$ cat src/rtl/trksort_pkg.sv
// Package: shared widths, field positions and the ranking helpers.
// Assumes quality occupies the top bits of the word with momentum right below.
package trksort_pkg;
    localparam int WORD_W   = 31;
    localparam int QUAL_W   = 3;
    localparam int PT_W     = 5;
    localparam int KEY_W    = QUAL_W + PT_W;
    localparam int RANK_W   = KEY_W + 1;

    typedef logic [WORD_W-1:0] trk_word_t;
    typedef logic [RANK_W-1:0] trk_rank_t;

    // Rank with a leading presence bit so any valid track beats an empty one.
    function automatic trk_rank_t rank_of(input logic vld, input trk_word_t w);
        return vld ? {1'b1, w[WORD_W-1 -: KEY_W]} : '0;
    endfunction

    // True when candidate a is placed ahead of candidate b.
    function automatic logic ahead_of(input trk_rank_t ra, input int ia,
                                      input trk_rank_t rb, input int ib);
        return (ra > rb) || ((ra == rb) && (ia < ib));
    endfunction
endpackage

$ cat src/rtl/trk_ghost_filter.sv
// Ghost filter: clears a track when a track of an adjacent source uses the
// same segment location and outranks it. Registers survivors (stage 1).
// Assumes candidates are grouped PER_SRC per source in index order.
module trk_ghost_filter
    import trksort_pkg::*;
#(
    parameter int NUM_SRC = 6,
    parameter int PER_SRC = 2,
    parameter int LOC_W   = 6,
    localparam int NCAND  = NUM_SRC * PER_SRC
) (
    input  logic                         clk,
    input  logic                         rst_n,
    input  logic [NCAND-1:0]             in_valid,
    input  logic [NCAND-1:0][WORD_W-1:0] in_word,
    input  logic [NCAND-1:0][LOC_W-1:0]  in_loc,
    output logic [NCAND-1:0]             s1_valid,
    output logic [NCAND-1:0][WORD_W-1:0] s1_word
);
    logic [NCAND-1:0] keep;

    // Decide per candidate whether an adjacent duplicate outranks it.
    always_comb begin
        for (int i = 0; i < NCAND; i++) begin
            keep[i] = in_valid[i];
            for (int j = 0; j < NCAND; j++) begin
                if (((j / PER_SRC) == (i / PER_SRC) + 1 ||
                     (j / PER_SRC) + 1 == (i / PER_SRC)) &&
                    in_valid[j] && (in_loc[j] == in_loc[i]) &&
                    ahead_of(rank_of(in_valid[j], in_word[j]), j,
                             rank_of(in_valid[i], in_word[i]), i))
                    keep[i] = 1'b0;
            end
        end
    end

    // Stage-1 register of surviving candidates.
    always_ff @(posedge clk) begin
        if (!rst_n) begin
            s1_valid <= '0;
            s1_word  <= '0;
        end else begin
            s1_valid <= keep;
            s1_word  <= in_word;
        end
    end

    // no two adjacent-source survivors may share a location.
    generate
        for (genvar a = 0; a < NCAND; a++) begin : g_dup_a
            for (genvar b = 0; b < NCAND; b++) begin : g_dup_b
                if ((b / PER_SRC) == (a / PER_SRC) + 1) begin : g_adj
                    always_ff @(posedge clk) begin
                        if (rst_n) begin
                            p_no_adjacent_dup_r5: assert (!(keep[a] && keep[b] &&
                                in_loc[a] == in_loc[b]))
                                else $error("adjacent duplicate survived %0d %0d", a, b);
                        end
                    end
                end
            end
        end
    endgenerate

    // a registered survivor was a valid input one cycle earlier.
    p_survivor_was_valid_r7: assert property (@(posedge clk) disable iff (!rst_n)
        (s1_valid & ~$past(in_valid)) == '0);
endmodule

$ cat src/rtl/trk_rank_select.sv
// Rank select: single-stage all-pairs comparison. Each candidate counts how
// many others are ahead of it; count 0 goes to slot 0, count 1 to slot 1.
// Assumes a strict total order (ties broken by index) so counts are unique.
module trk_rank_select
    import trksort_pkg::*;
#(
    parameter int NCAND   = 12,
    localparam int LOSS_W = $clog2(NCAND + 1)
) (
    input  logic                         clk,
    input  logic                         rst_n,
    input  logic [NCAND-1:0]             s1_valid,
    input  logic [NCAND-1:0][WORD_W-1:0] s1_word,
    output logic [1:0]                   best_valid,
    output logic [1:0][WORD_W-1:0]       best_word
);
    trk_rank_t              rank  [NCAND];
    logic [LOSS_W-1:0]      behind[NCAND];
    logic [1:0]             pick_valid;
    logic [1:0][WORD_W-1:0] pick_word;

    // All-pairs comparison and one-hot style OR merge of the two winners.
    always_comb begin
        for (int i = 0; i < NCAND; i++)
            rank[i] = rank_of(s1_valid[i], s1_word[i]);
        pick_valid = '0;
        pick_word  = '0;
        for (int i = 0; i < NCAND; i++) begin
            behind[i] = '0;
            for (int j = 0; j < NCAND; j++)
                if (j != i && ahead_of(rank[j], j, rank[i], i))
                    behind[i] = behind[i] + LOSS_W'(1);
            if (s1_valid[i] && behind[i] == LOSS_W'(0)) begin
                pick_valid[0] = 1'b1;
                pick_word[0]  = pick_word[0] | s1_word[i];
            end
            if (s1_valid[i] && behind[i] == LOSS_W'(1)) begin
                pick_valid[1] = 1'b1;
                pick_word[1]  = pick_word[1] | s1_word[i];
            end
        end
    end

    // Output register (stage 2).
    always_ff @(posedge clk) begin
        if (!rst_n) begin
            best_valid <= '0;
            best_word  <= '0;
        end else begin
            best_valid <= pick_valid;
            best_word  <= pick_word;
        end
    end

    // slot 1 is used only behind slot 0, and never outranks it.
    p_slot_order_r8: assert property (@(posedge clk) disable iff (!rst_n)
        best_valid[1] |-> (best_valid[0] &&
            best_word[0][WORD_W-1 -: KEY_W] >= best_word[1][WORD_W-1 -: KEY_W]));
    // an empty slot carries zero data.
    p_empty_slot_zero_r7: assert property (@(posedge clk) disable iff (!rst_n)
        !best_valid[0] |-> best_word[0] == '0);
    p_empty_slot1_zero_r7: assert property (@(posedge clk) disable iff (!rst_n)
        !best_valid[1] |-> best_word[1] == '0);
    // no more slots filled than survivors presented a cycle earlier.
    p_count_bound_r7: assert property (@(posedge clk) disable iff (!rst_n)
        $countones(best_valid) <= $countones($past(s1_valid)));
endmodule

$ cat src/rtl/trk_top2_sorter.sv
// Top: ghost cancellation stage followed by the parallel top-two select.
// Latency two clocks; accepts a new candidate set each clock.
module trk_top2_sorter
    import trksort_pkg::*;
#(
    parameter int NUM_SRC = 6,
    parameter int PER_SRC = 2,
    parameter int LOC_W   = 6,
    localparam int NCAND  = NUM_SRC * PER_SRC
) (
    input  logic                         clk,
    input  logic                         rst_n,
    input  logic [NCAND-1:0]             cand_valid,
    input  logic [NCAND-1:0][WORD_W-1:0] cand_word,
    input  logic [NCAND-1:0][LOC_W-1:0]  cand_loc,
    output logic [1:0]                   best_valid,
    output logic [1:0][WORD_W-1:0]       best_word
);
    logic [NCAND-1:0]             s1_valid;
    logic [NCAND-1:0][WORD_W-1:0] s1_word;

    trk_ghost_filter #(.NUM_SRC(NUM_SRC), .PER_SRC(PER_SRC), .LOC_W(LOC_W)) u_ghost (
        .clk(clk), .rst_n(rst_n),
        .in_valid(cand_valid), .in_word(cand_word), .in_loc(cand_loc),
        .s1_valid(s1_valid), .s1_word(s1_word));

    trk_rank_select #(.NCAND(NCAND)) u_select (
        .clk(clk), .rst_n(rst_n),
        .s1_valid(s1_valid), .s1_word(s1_word),
        .best_valid(best_valid), .best_word(best_word));
endmodule

$ cat config.mk
export PLATFORM = sky130hd
export DESIGN_NAME = trk_top2_sorter
export DESIGN_NICKNAME = d
export VERILOG_FILES = /design/src/rtl/trksort_pkg.sv /design/src/rtl/trk_ghost_filter.sv /design/src/rtl/trk_rank_select.sv /design/src/rtl/trk_top2_sorter.sv
export SDC_FILE = /design/constraint.sdc
export NUM_CORES = 2
export LEC_CHECK = 0
export BUFFER_PORTS_ARGS = -buffer_cell sky130_fd_sc_hd__buf_2
export CAP_MARGIN = 20
export CORE_AREA = 2 2 263 524
export CTS_BUF_LIST = sky130_fd_sc_hd__clkbuf_4 sky130_fd_sc_hd__clkbuf_8 sky130_fd_sc_hd__clkbuf_16
export DETAILED_ROUTE_END_ITERATION = 10
export DIE_AREA = 0 0 265 526
export PLACE_DENSITY = 0.52
export SLEW_MARGIN = 5
export SYNTH_ARGS = -nofsm -noshare
export SYNTH_HDL_FRONTEND = slang
export SYNTH_SLANG_ARGS = --single-unit
$ cat constraint.sdc
create_clock -name clk -period 16.5 [get_ports clk]
set_clock_uncertainty 0.05 [all_clocks]
set_input_delay 3.3 -clock clk [delete_from_list [all_inputs] [get_ports clk]]
set_output_delay 3.3 -clock clk [all_outputs]
set_load 0.02 [all_outputs]
After elaboration in Yosys (flattened, before gate mapping)
Cells that the tools add are included.
Storage, ports and cells
  memory bits (writable): 0
  memories: 0
  latch bits: 0
  memory bits (read-only): 0
  register bits: 448
  output and inout bits: 64
Cells by class
  magnitude comparators: 172
  shift-type cells: 0
  divide/modulo/power cells: 0
  bitwise operators: 23
  multiplexer cells: 204
  $mul: 0
  reductions and logical operators: 214
  add/sub/neg operators: 120
  equality and inequality tests: 138
Operators with widths (number)
  > comparator 9 bit: 172
  == test 9 bit: 86
  2-to-1 mux 31 bit: 24
  OR 31 bit: 22
  adder 4 x 1 -> 4 bit, second input constant: 120
  2-to-1 mux 4 bit: 120
  == test 6 bit: 40
  2-to-1 mux 9 bit: 24
  logical AND 1 bit: 104
  logical OR 1 bit: 86
  == test 4 x 1 -> 1 bit, second input constant: 12
  logical NOT 4 bit: 12
  OR reduction 5 bit: 8
  2-to-1 mux 1 bit: 36
  OR reduction 3 bit: 4
  inverter 1 bit: 1

Depth between registers and ports, before layout
  depth after elaboration: 48
  depth in mapped cells: 55

Modules after synthesis
From an unflattened synthesis, not the netlist that was laid out.
Second synthesis, totals
  cells, all modules: 5699
  area, all modules: 47290.4 sq um
By module, submodules not included
  trk_rank_select: times used 1, area each 30842.1 sq um, cells each 4023, seq. area each 1281.2 sq um
  trk_ghost_filter: times used 1, area each 16448.3 sq um, cells each 1676, seq. area each 7687.4 sq um

Worst setup path before layout
OpenSTA, ideal clock, no wires.
  kind: flip-flop to flip-flop
  start point: register u_ghost.s1_valid[1]
  end point: register u_select.best_valid[1]
  library setup time: 120 ps
  buffers on the path: 2
  data arrival time: 9756 ps
  clock period less this slack: 9926 ps
  path slack: 6574 ps
  stages on the path, launching flop included: 55
  cells stage by stage: dfxtp_1 > buf_2 > nand2_1 > inv_1 > ha_1 > nor2b_1 > o21ai_0 > nand2b_1 > a21oi_1 > nor2b_1 > o21ai_0 > nand2b_1 > a21oi_1 > nor2b_1 > o21ai_0 > nand2b_1 > inv_1 > nand2b_1 > [19 not listed] > o31a_1 > o31a_1 > ha_1 > nor3_1 > nor3_1 > ha_1 > nor2_1 > nor2_1 > ha_1 > xnor3_1 > nand3_1 > nor3b_1 > o32a_1 > mux2i_1 > clkbuf_1 > nor4b_1 > nand4b_1 > o31a_1
Between the ends
  word-level cells in the longest chain between the ends: 37
Ends and longest elaborated chain
  from (decl): RTL line trk_ghost_filter.sv:17  | output logic [NCAND-1:0] s1_valid,
  from (signal assigned): RTL line trk_ghost_filter.sv:43  | s1_valid <= keep;
  2-to-1 mux 9 bit: RTL line trksort_pkg.sv:15  | return vld ? {1'b1, w[WORD_W-1 -: KEY_W]} : '0;
  > comparator 9 bit / == test 9 bit (equally long branches): RTL line trksort_pkg.sv:21  | return (ra > rb) || ((ra == rb) && (ia < ib));
  2-to-1 mux 1 bit / logical OR 1 bit (equally long branches): RTL line trk_rank_select.sv:31, trksort_pkg.sv:21
  adder 4 x 1 -> 4 bit / 2-to-1 mux 1 bit (equally long branches): RTL line trk_rank_select.sv:32, trk_rank_select.sv:31
  2-to-1 mux 4 bit / adder 4 x 1 -> 4 bit (equally long branches): RTL line trk_rank_select.sv:31, trk_rank_select.sv:32
  adder 4 x 1 -> 4 bit / 2-to-1 mux 4 bit (equally long branches): RTL line trk_rank_select.sv:32, trk_rank_select.sv:31
  2-to-1 mux 4 bit / adder 4 x 1 -> 4 bit (equally long branches): RTL line trk_rank_select.sv:31, trk_rank_select.sv:32
  adder 4 x 1 -> 4 bit / 2-to-1 mux 4 bit (equally long branches): RTL line trk_rank_select.sv:32, trk_rank_select.sv:31
  [12 not listed]
  2-to-1 mux 4 bit / adder 4 x 1 -> 4 bit (equally long branches): RTL line trk_rank_select.sv:31, trk_rank_select.sv:32
  adder 4 x 1 -> 4 bit / 2-to-1 mux 4 bit (equally long branches): RTL line trk_rank_select.sv:32, trk_rank_select.sv:31
  2-to-1 mux 4 bit / adder 4 x 1 -> 4 bit (equally long branches): RTL line trk_rank_select.sv:31, trk_rank_select.sv:32
  == test 4 x 1 -> 1 bit / 2-to-1 mux 4 bit (equally long branches): RTL line trk_rank_select.sv:37, trk_rank_select.sv:31
  logical AND 1 bit / == test 4 x 1 -> 1 bit (equally long branches): RTL line trk_rank_select.sv:37  | if (s1_valid[i] && behind[i] == LOSS_W'(1)) begin
  2-to-1 mux 1 bit / logical AND 1 bit (equally long branches): RTL line trk_rank_select.sv:37
  2-to-1 mux 1 bit (10 in a row): RTL line trk_rank_select.sv:37
  2-to-1 mux 1 bit (*): RTL line trk_rank_select.sv:37
  to (signal assigned): RTL line trk_rank_select.sv:50  | best_valid <= pick_valid;
  to (decl): RTL line trk_rank_select.sv:14  | output logic [1:0] best_valid,
Mark *: on every way between the ends. The rest lies on a longest branch, timed or not.
A chain may end at the register's enable or synchronous reset.

Worst setup path in the final report
  start point: register u_ghost.s1_valid[2]
  end point: register u_select.best_word[10] (netlist bit)
Between the ends
  word-level cells in the longest chain between the ends: 46
Ends and longest elaborated chain
  parallel branches: the longest is 45 deep, another holds > comparator 9 bit
  2-to-1 mux 31 bit (*): RTL line trk_rank_select.sv:33  | if (s1_valid[i] && behind[i] == LOSS_W'(0)) begin
  to (signal assigned): RTL line trk_rank_select.sv:51  | best_word <= pick_word;
  to (decl): RTL line trk_rank_select.sv:15  | output logic [1:0][WORD_W-1:0] best_word
Mark *: on every way between the ends.

==> results.yml <==
global_route:
  met1_usage_pct: 34.6
  met2_usage_pct: 65.4
  gr-total-overflow: 0
  grt_pass1_wl_um: 371000
  grt_pass1_vias: 49500
  grtUsageTotal_pct: 38.0
  use_met3_pct: 8.27
  busiest_layer: "met2"
  grt_max_degree: 107
  antenna_found_initial: 38
clock_tree:
  clk_path_buf_depth: 3
  hold_buffers: 0
  clk_pin_slew_ps: 80
  post_cts_buffers: 0
  cts_buffers: 36
  cts_sinks: 448
  cts_max_level: 2
  clk_latency_ps: 590
  cts-root-buf: "clkbuf_16"
  ctsResizeCount: 0
  cts_tree: "built"
timing:
  max-slew-margin-rel_pct: 20.3
  rsz0062_at_grt: "false"
  fmax_mhz: 81.1
  tns_ps: 0
  final.period_utilization_pct: 74.8
  min_period_ps: 12340
  worst_slew_pin_slew_ps: 1160
  final_hold_viol_count: 0
  finalSetupViolCount: 0
  maxSlewViolCount: 0
critical_path:
  reg2reg_depth: 39
  start_kind: "flop"
  path_common_cell: "ha_1"
  crit_type: "flop to flop"
  critPathMaxFanout: 31
  arrival_ps: 12790
  timing.rr.end: "u_select.best_word[10]"
  cp-startpoint: "u_ghost.s1_valid[2]"
  r2r_setup_slack_ps: 4160
  critPathTopFamily: "simple AND/OR/NAND/NOR gates"
  required_ps: 16950
  crit_path_max_incr_delay_ps: 1000
  reg2reg_from: "u_ghost.s1_valid[2]"
  path_depth: 39
  crit_slowest_cell: "nand2b_2"
  path_buf_inv: 3
  endpoint_kind: "flop"
  endpoint: "u_select.best_word[10]"
route:
  avgRoutedWirePerCell_um: 34.5
  num_vias: 48800
  drcViolationCount: 0
  routed_via_density: 6.17
  wl_um: 273000
  drtPass1Iterations: 8
  antenna_left: 0
  first_iter_violations: 4129
floorplan:
  start_util_pct: 34.8
  die_w_um: 265
  fp.dieH_um: 526
  std_cell_rows: 191
  die_area_um2: 139000
  core_um2: 135000
  io_pins: 522
hold_path:
  hp-class: "flop to flop"
placed_design:
  hpwl_um: 215000
  gp_congestion: 1.05
  io_buffers: 521
  dp.cells: 7831
job:
  maxCapViolCount: 0
yosys:
  synthArstFlopShare_pct: 0
  syn-cell-area_um2: 47000
  synthFlopType: "dfxtp_1"
  synth_seq_area_share_pct: 19.1
  avgSynthCellArea_um2: 8.37
  synth_seq_cells: 448
  postSynthCellCount: 5622
  synth_edf_count: 0
  synth_fp_nets: 6953
  yosysWarnings: 0
  synth_cell_type_count: 117
final_layout:
  nets: 7466
  final-seq-area_um2: 8970
  drive_gt1_share_pct: 13.9
  instances_no_fill: 7913
  syn_to_final_growth_pct: 14.0
  nFillCells: 14000
  final_util_pct: 39.6
  multi_input_area_um2: 36300
power_and_ir_drop:
  switching_share_pct: 54.1
  p_leak_nw: 24.9
  peakVddDrop_mv: 0.292
  p_switching_mw: 5.80
  power.share.sequential_pct: 11.6
  power_frac_comb_pct: 79.5
  powerDensity_nw_per_um2: 200
  p_int_mw: 4.93
  clkPwrFrac_pct: 8.9
outcome:
  status: "completed"
==> per-layer routing <==
metal / share of wire, % / up-vias
met2: 47 / 2672
met1: 31 / 23200
met3: 7.1 / 1182
li1: - / 21700
met4: 14 / 26
met5: 0.060 / -
==> Yosys cell counts, drive strengths merged (19+ instances only) <==
library cell,n,area (um^2)
clkbuf,146,548
mux2i,28,300
xnor2,254,2430
and3,55,344
or3,33,206
a221oi,35,313
a222oi,44,440
nand4,123,769
o211a,19,190
a22o,66,578
xnor3,37,835
inv,315,1180
nor2,238,903
dfxtp,448,8970
a2111oi,21,234
a211oi,57,438
o21ai,164,821
nand2b,91,569
nor4,32,273
o21a,65,488
a22oi,164,1230
nor2b,103,644
ha,873,10900
a21o,40,300
a21oi,240,1200
a31oi,35,219
o211ai,71,538
nor3,122,637
xor2,91,805
nand3,158,791
a41oi,31,272
o31ai,33,248
a211o,25,219
o31a,40,350
and2,457,2860
buf,46,277
nand2,533,2010
==> worst reg2reg max path, delay by kind of cell, from the launching register on <==
kind                     cells  cell delay [ps]
AO/OA/AOI/OAI                9             1960
XOR/XNOR                     2              900
adder cells (fa/ha/maj)     10             3230
buffers and inverters        3              790
flip-flops                   1              700
multiplexers                 1              300
AND/OR/NAND/NOR             14             4360
==> final cells by class <==
cell class              count  share of cell area, %
clock buffers              43                   1.81
clock inverters            20                  0.490
multi-input cells        4666                   67.7
diodes                     16                 0.0747
well taps                1737                   4.05
repair buffers            667                   6.95
inverters                 316                   2.22
flip-flops and latches    448                   16.7
==> cell families (layout without fill, tap and decap cells) <==
logic type	Yosys count	count (layout)	share of synthesized area, %
simple gates	2046	2046	23.0
flops	448	448	19.1
mux	44	44	1.02
other cells	0	16	0
compound gates	1312	1312	20.4
fa+ha+maj	878	878	23.3
xor+xnor	386	386	8.85
buf+inv	508	1046	4.28
==> power groups by stage <==
stage          Combinational (mW)  Sequential [mW]  Clock (mW)
5_1_grt                      9.14             1.24       0.989
6_report                     8.53             1.25       0.953
3_3_place_gp                 8.28             1.27           0
4_1_cts                      8.39             1.24       0.960
3_5_place_dp                 8.35             1.26           0
2_1_floorplan                5.74             1.24           0
==> flip-flops by register name, indices dropped and copies added (netlist names) <==
name	count
u_ghost.s1_word	372
u_select.best_word	62
u_ghost.s1_valid	12
u_select.best_valid	2
==> how the worst min path moves through the flow <==
stage                                     from                endpoint  cells past startpoint
final                     u_ghost.s1_word[301]  u_select.best_word[22]                      3
after global routing      u_ghost.s1_word[104]  u_select.best_word[42]                      2
after CTS                 u_ghost.s1_word[301]  u_select.best_word[22]                      3
after detailed placement  u_ghost.s1_word[301]  u_select.best_word[22]                      3
after global placement    u_ghost.s1_word[156]   u_select.best_word[1]                      2
after floorplan           u_ghost.s1_word[180]  u_select.best_word[25]                      2
==> cell usage in the layout (no fill, tap or decap), types with 44 or more instances in the layout <==
| cell type | count |
|---|---|
| ha_1 | 873 |
| nand2_1 | 531 |
| buf_2 | 521 |
| and2_1 | 455 |
| dfxtp_1 | 445 |
| inv_1 | 311 |
| a21oi_1 | 238 |
| xnor2_1 | 233 |
| nor2_1 | 230 |
| a22oi_1 | 164 |
| nand3_1 | 158 |
| o21ai_0 | 157 |
| buf_4 | 141 |
| nand4_1 | 123 |
| nor3_1 | 114 |
| nor2b_1 | 102 |
| nand2b_1 | 90 |
| xor2_1 | 90 |
| o211ai_1 | 70 |
| a22o_1 | 66 |
| o21a_1 | 65 |
| a211oi_1 | 55 |
| and3_1 | 55 |
| a222oi_1 | 44 |
==> stage by stage <==
| stage | cell area (um^2) | setup WS, ps | total power [mW] | hold slack [ps] |
|---|---|---|---|---|
| 2_1_floorplan | 47000 | 6570 | 6.98 | 410 |
| 3_3_place_gp | 52300 | 4500 | 9.55 | 506 |
| 3_5_place_dp | 52300 | 4400 | 9.61 | 515 |
| 4_1_cts | 53500 | 4390 | 10.6 | 532 |
| 5_1_grt | 53600 | 3650 | 11.4 | 574 |
| 6_report | 53600 | 4160 | 10.7 | 529 |
Note: power is estimated with default switching activity, not from simulation.
